File: config.mk
export PLATFORM = sky130hd
export DESIGN_NAME = magcmp_chain
export DESIGN_NICKNAME = d
export VERILOG_FILES = /design/src/rtl/magcmp_pkg.sv /design/src/rtl/magcmp_order.sv /design/src/rtl/magcmp_merge.sv /design/src/rtl/magcmp_slice.sv /design/src/rtl/magcmp_chain.sv
export SDC_FILE = /design/constraint.sdc
export NUM_CORES = 1
export LEC_CHECK = 0
export BUFFER_PORTS_ARGS = -buffer_cell sky130_fd_sc_hd__buf_2
export CORE_UTILIZATION = 53
export DETAILED_ROUTE_END_ITERATION = 10
export PLACE_DENSITY = 0.9
export SLEW_MARGIN = 15
export SYNTH_ARGS = -nofsm -noshare
export SYNTH_HDL_FRONTEND = slang
export SYNTH_HIERARCHICAL = 1
export SYNTH_SLANG_ARGS = --single-unit
File: constraint.sdc
create_clock -name vclk -period 6.8
set_input_delay 0.68 -clock vclk [all_inputs]
set_output_delay 0.68 -clock vclk [all_outputs]
set_load 0.05 [all_outputs]
File: src/rtl/magcmp_pkg.sv
package magcmp_pkg;

    localparam int SLICE_W = 4;

    typedef logic [SLICE_W-1:0] nib_t;

    typedef struct packed {
        logic gt;
        logic lt;
        logic eq;
    } cmp_res_t;

    typedef enum logic [1:0] {
        ORD_SAME  = 2'b00,
        ORD_ABOVE = 2'b01,
        ORD_BELOW = 2'b10
    } ord_t;

    // Verdict when the local nibbles tie: defer to lower positions.
    function automatic cmp_res_t resolve_tie(input cmp_res_t cin);
        cmp_res_t r;
        r.eq = cin.eq;
        r.gt = !cin.eq && !cin.lt;
        r.lt = !cin.eq && !cin.gt;
        return r;
    endfunction

    function automatic cmp_res_t from_order(input ord_t o);
        cmp_res_t r;
        r.gt = (o == ORD_ABOVE);
        r.lt = (o == ORD_BELOW);
        r.eq = 1'b0;
        return r;
    endfunction

endpackage

File: src/rtl/magcmp_order.sv
module magcmp_order
    import magcmp_pkg::*;
(
    input  nib_t a_nib,
    input  nib_t b_nib,
    output ord_t order
);
    localparam int W = SLICE_W;

    logic [W:0]   same_above;
    logic [W-1:0] above_hit;
    logic [W-1:0] below_hit;

    assign same_above[W] = 1'b1;

    for (genvar i = W - 1; i >= 0; i--) begin : g_bit
        assign same_above[i] = same_above[i+1] & ~(a_nib[i] ^ b_nib[i]);
        assign above_hit[i]  = same_above[i+1] &  a_nib[i] & ~b_nib[i];
        assign below_hit[i]  = same_above[i+1] & ~a_nib[i] &  b_nib[i];
    end

    always_comb begin
        if (|above_hit)      order = ORD_ABOVE;
        else if (|below_hit) order = ORD_BELOW;
        else                 order = ORD_SAME;
    end

endmodule

File: src/rtl/magcmp_merge.sv
module magcmp_merge
    import magcmp_pkg::*;
(
    input  ord_t     order,
    input  cmp_res_t cin,
    output cmp_res_t res
);
    always_comb begin
        if (order == ORD_SAME) res = resolve_tie(cin);
        else                   res = from_order(order);
    end
endmodule

File: src/rtl/magcmp_slice.sv
module magcmp_slice
    import magcmp_pkg::*;
(
    input  nib_t     a_nib,
    input  nib_t     b_nib,
    input  cmp_res_t cin,
    output cmp_res_t res
);
    ord_t order;

    magcmp_order u_order (
        .a_nib (a_nib),
        .b_nib (b_nib),
        .order (order)
    );

    magcmp_merge u_merge (
        .order (order),
        .cin   (cin),
        .res   (res)
    );
endmodule

File: src/rtl/magcmp_chain.sv
module magcmp_chain
    import magcmp_pkg::*;
#(
    parameter int NSLICES = 4
) (
    input  logic [SLICE_W*NSLICES-1:0] a_word,
    input  logic [SLICE_W*NSLICES-1:0] b_word,
    input  logic                       casc_gt_i,
    input  logic                       casc_lt_i,
    input  logic                       casc_eq_i,
    output logic                       gt_o,
    output logic                       lt_o,
    output logic                       eq_o
);
    localparam int TOTAL_W = SLICE_W * NSLICES;

    cmp_res_t seed;
    assign seed = '{gt: casc_gt_i, lt: casc_lt_i, eq: casc_eq_i};

    for (genvar s = 0; s < NSLICES; s++) begin : g_stage
        cmp_res_t link_in;
        cmp_res_t link_out;

        if (s == 0) begin : g_first
            assign link_in = seed;
        end else begin : g_next
            assign link_in = g_stage[s-1].link_out;
        end

        magcmp_slice u_slice (
            .a_nib (a_word[s*SLICE_W +: SLICE_W]),
            .b_nib (b_word[s*SLICE_W +: SLICE_W]),
            .cin   (link_in),
            .res   (link_out)
        );
    end

    assign gt_o = g_stage[NSLICES-1].link_out.gt;
    assign lt_o = g_stage[NSLICES-1].link_out.lt;
    assign eq_o = g_stage[NSLICES-1].link_out.eq;

    if (TOTAL_W < SLICE_W) begin : g_bad_param
        initial $error("magcmp_chain: NSLICES must be at least 1");
    end
endmodule

==> flow_metrics.env <==
export IMPL_detailedRoute_firstPassIterationCount=4
export IMPL_post_layout_nonfiller_instances=159
export IMPL_max_freq_mhz=242
export IMPL_post_dr_wirelength_cell_um=11.1
export IMPL_track_usage_pct=23.6
export IMPL_met1Wirelength_um=742
export IMPL_worst_ep_required_time_ps=6120
export IMPL_tightest_hold_check_type="primary input to output port"
export IMPL_amount_of_wire_on_met2_after_detailed_routing_um=945
export IMPL_place_detailed_instances=159
export IMPL_layout_commonest_cell="sky130_fd_sc_hd__buf_2"
export IMPL_place_gp_congestion=0.781
export IMPL_setup_violations_final=0
export IMPL_fp_dieArea_sq_um=1630
export IMPL_core_area_sq_um=1330
export IMPL_start_util_pct=58.5
export IMPL_dp_hpwl_um=1570
export IMPL_final_max_slew_viol_count=0
export IMPL_layout_sequential_cells=0
export IMPL_area_added_between_synthesis_and_finish_pct=26.8
export IMPL_hold_buffer_count_at_cts=0
export IMPL_grt_overflow_total=0
export IMPL_detail_route_iter0_violations=13
export IMPL_port_buffers=38
export IMPL_criticalPathCategory="primary input to output port"
export IMPL_drive_gt1_share_pct=30.6
export IMPL_antenna_found_initial=0
export IMPL_cts_setup_buffers=0
export IMPL_finalNetCount=189
export IMPL_power_per_cell_area_nw_per_um2=82.3
export IMPL_critical_path_endpoint_type="output port"
export IMPL_slew_limit_headroom_pct=76.7
export IMPL_cp_max_fo=5
export IMPL_dieHeight_um=40.4
export IMPL_worst_ir_drop_vdd_mv=0.0725
export IMPL_postRouteAntennaNets=0
export IMPL_total_wirelength_um=1760
export IMPL_synth_area_sq_um=781
export IMPL_fill_cell_total_of_the_finished_layout=103
export IMPL_netlist_cell_type_count=27
export IMPL_final_period_utilization_pct=60.8
export IMPL_std_cell_rows=13
export IMPL_rsz0062_at_grt="no"
export IMPL_postSynthCellCount=106
export IMPL_antennaDiodeCount=0
export IMPL_grt_pass1_vias=740
export IMPL_number_of_vias_in_the_routed_layout=879
export IMPL_synth_yosys_warnings=6
export IMPL_die_x_um=40.4
export IMPL_grt_first_pass_wirelength_um=2770
export IMPL_p_leak_nw=0.558
export IMPL_post_route_min_period_ps=4130
export IMPL_synth_sequential_area_ratio_pct=0
export IMPL_detail_route_vias_per_cell=5.53
export IMPL_drc=0
export IMPL_largest_net_degree_at_the_start_of_global_routing=6
export IMPL_final_hold_viol_count=0
export IMPL_cts_repair_resized=0
export IMPL_worst_endpoint_arrival_ps=3450
export IMPL_layout_area_seq_sq_um=0
export IMPL_outcome="complete, no violations"
export IMPL_post_synth_cell_area_avg_sq_um=7.37
export IMPL_clkbuf_count=0
export IMPL_maxCapViolations=0
export IMPL_met3_wirelength_um=72
export IMPL_crit_path_start_kind="primary input"
export IMPL_synth_nets=149
export IMPL_setup_tns_final_ps=0
export IMPL_highest_signal_layer="met3"
export IMPL_ports_placed_on_the_boundary=38
export IMPL_worst_slew_pin_slew_ps=346
export IMPL_multiInputGateArea_sq_um=728
export IMPL_final_cell_mix="sky130_fd_sc_hd__buf_2, sky130_fd_sc_hd__inv_1, sky130_fd_sc_hd__nor2_1, sky130_fd_sc_hd__o21ba_1, sky130_fd_sc_hd__ha_1"
worst paths after layout:
check | start | to | slack [ps] | depth (start not counted)
setup / recovery | a_word[3] | eq_o | 2670 | 12
hold / removal | a_word[12] | lt_o | 1830 | 5
worst max-delay path: stages:
cell,delay (ps)
sky130_fd_sc_hd__buf_2,90
sky130_fd_sc_hd__inv_1,40
sky130_fd_sc_hd__ha_1,340
sky130_fd_sc_hd__and3b_1,210
sky130_fd_sc_hd__a311o_1,340
sky130_fd_sc_hd__o21ai_1,140
sky130_fd_sc_hd__a21boi_1,100
sky130_fd_sc_hd__nor3b_1,300
sky130_fd_sc_hd__nor3b_1,340
sky130_fd_sc_hd__nor3b_1,350
sky130_fd_sc_hd__nor3b_1,240
sky130_fd_sc_hd__buf_2,290
cell families after synthesis:
family,count (synthesis),share of synthesized area [%]
AND/OR/NAND/NOR,48,44.6
AO/OA/AOI/OAI,26,24.4
buffers and inverters,14,6.73
adder cells (fa/ha/maj),10,15.4
XOR/XNOR,8,8.97
cell usage after synthesis, drive strengths merged:
library cell | number | share of area [%]
a21boi | 2 | 1.9
a21oi | 6 | 3.8
a311o | 2 | 2.6
and2b | 2 | 1.9
and3b | 4 | 4.8
and4 | 2 | 2.2
and4b | 2 | 2.6
and4bb | 2 | 3.2
ha | 8 | 13
inv | 14 | 6.7
maj3 | 2 | 2.6
nand2 | 6 | 2.9
nand2b | 4 | 3.2
nand4b | 2 | 2.2
nor2 | 10 | 4.8
nor2b | 4 | 3.2
nor3b | 4 | 3.8
nor4 | 4 | 7.1
o21a | 2 | 1.9
o21ai | 6 | 3.8
o21ba | 8 | 10
or4b | 2 | 2.6
xnor2 | 4 | 4.5
xor2 | 4 | 4.5
per-stage QoR:
step / hold slack, ps / cell area (sq um) / utilization [%] / total power [mW] / worst slack [ps]
6_report: 1830 / 990 / 74.2 / 0.0815 / 2670
5_1_grt: 1870 / 990 / 74.2 / 0.0894 / 2450
4_1_cts: 1830 / 990 / 74.2 / 0.0814 / 2650
3_5_place_dp: 1820 / 990 / 74.2 / 0.0811 / 2650
3_3_place_gp: 1820 / 990 / 74.2 / 0.0772 / 2820
2_1_floorplan: 1660 / 781 / - / 0.0570 / 2320
power by group:
group,internal [mW],switching [mW]
clock network,0,0
logic,0.0376,0.0439
registers,0,0
cell type report:
| cell class | count | area share, % |
|---|---|---|
| inverters | 14 | 5.31 |
| well taps | 15 | 1.90 |
| repair buffers | 38 | 19.2 |
| multi-input cells | 92 | 73.6 |
routing by layer:
metal	up-vias	GRT usage (%)
met5	-	0
li1	459	-
met4	0	1.67
met3	0	0
met2	30	51.2
met1	390	25.3
(Power assumes the default switching activity.)
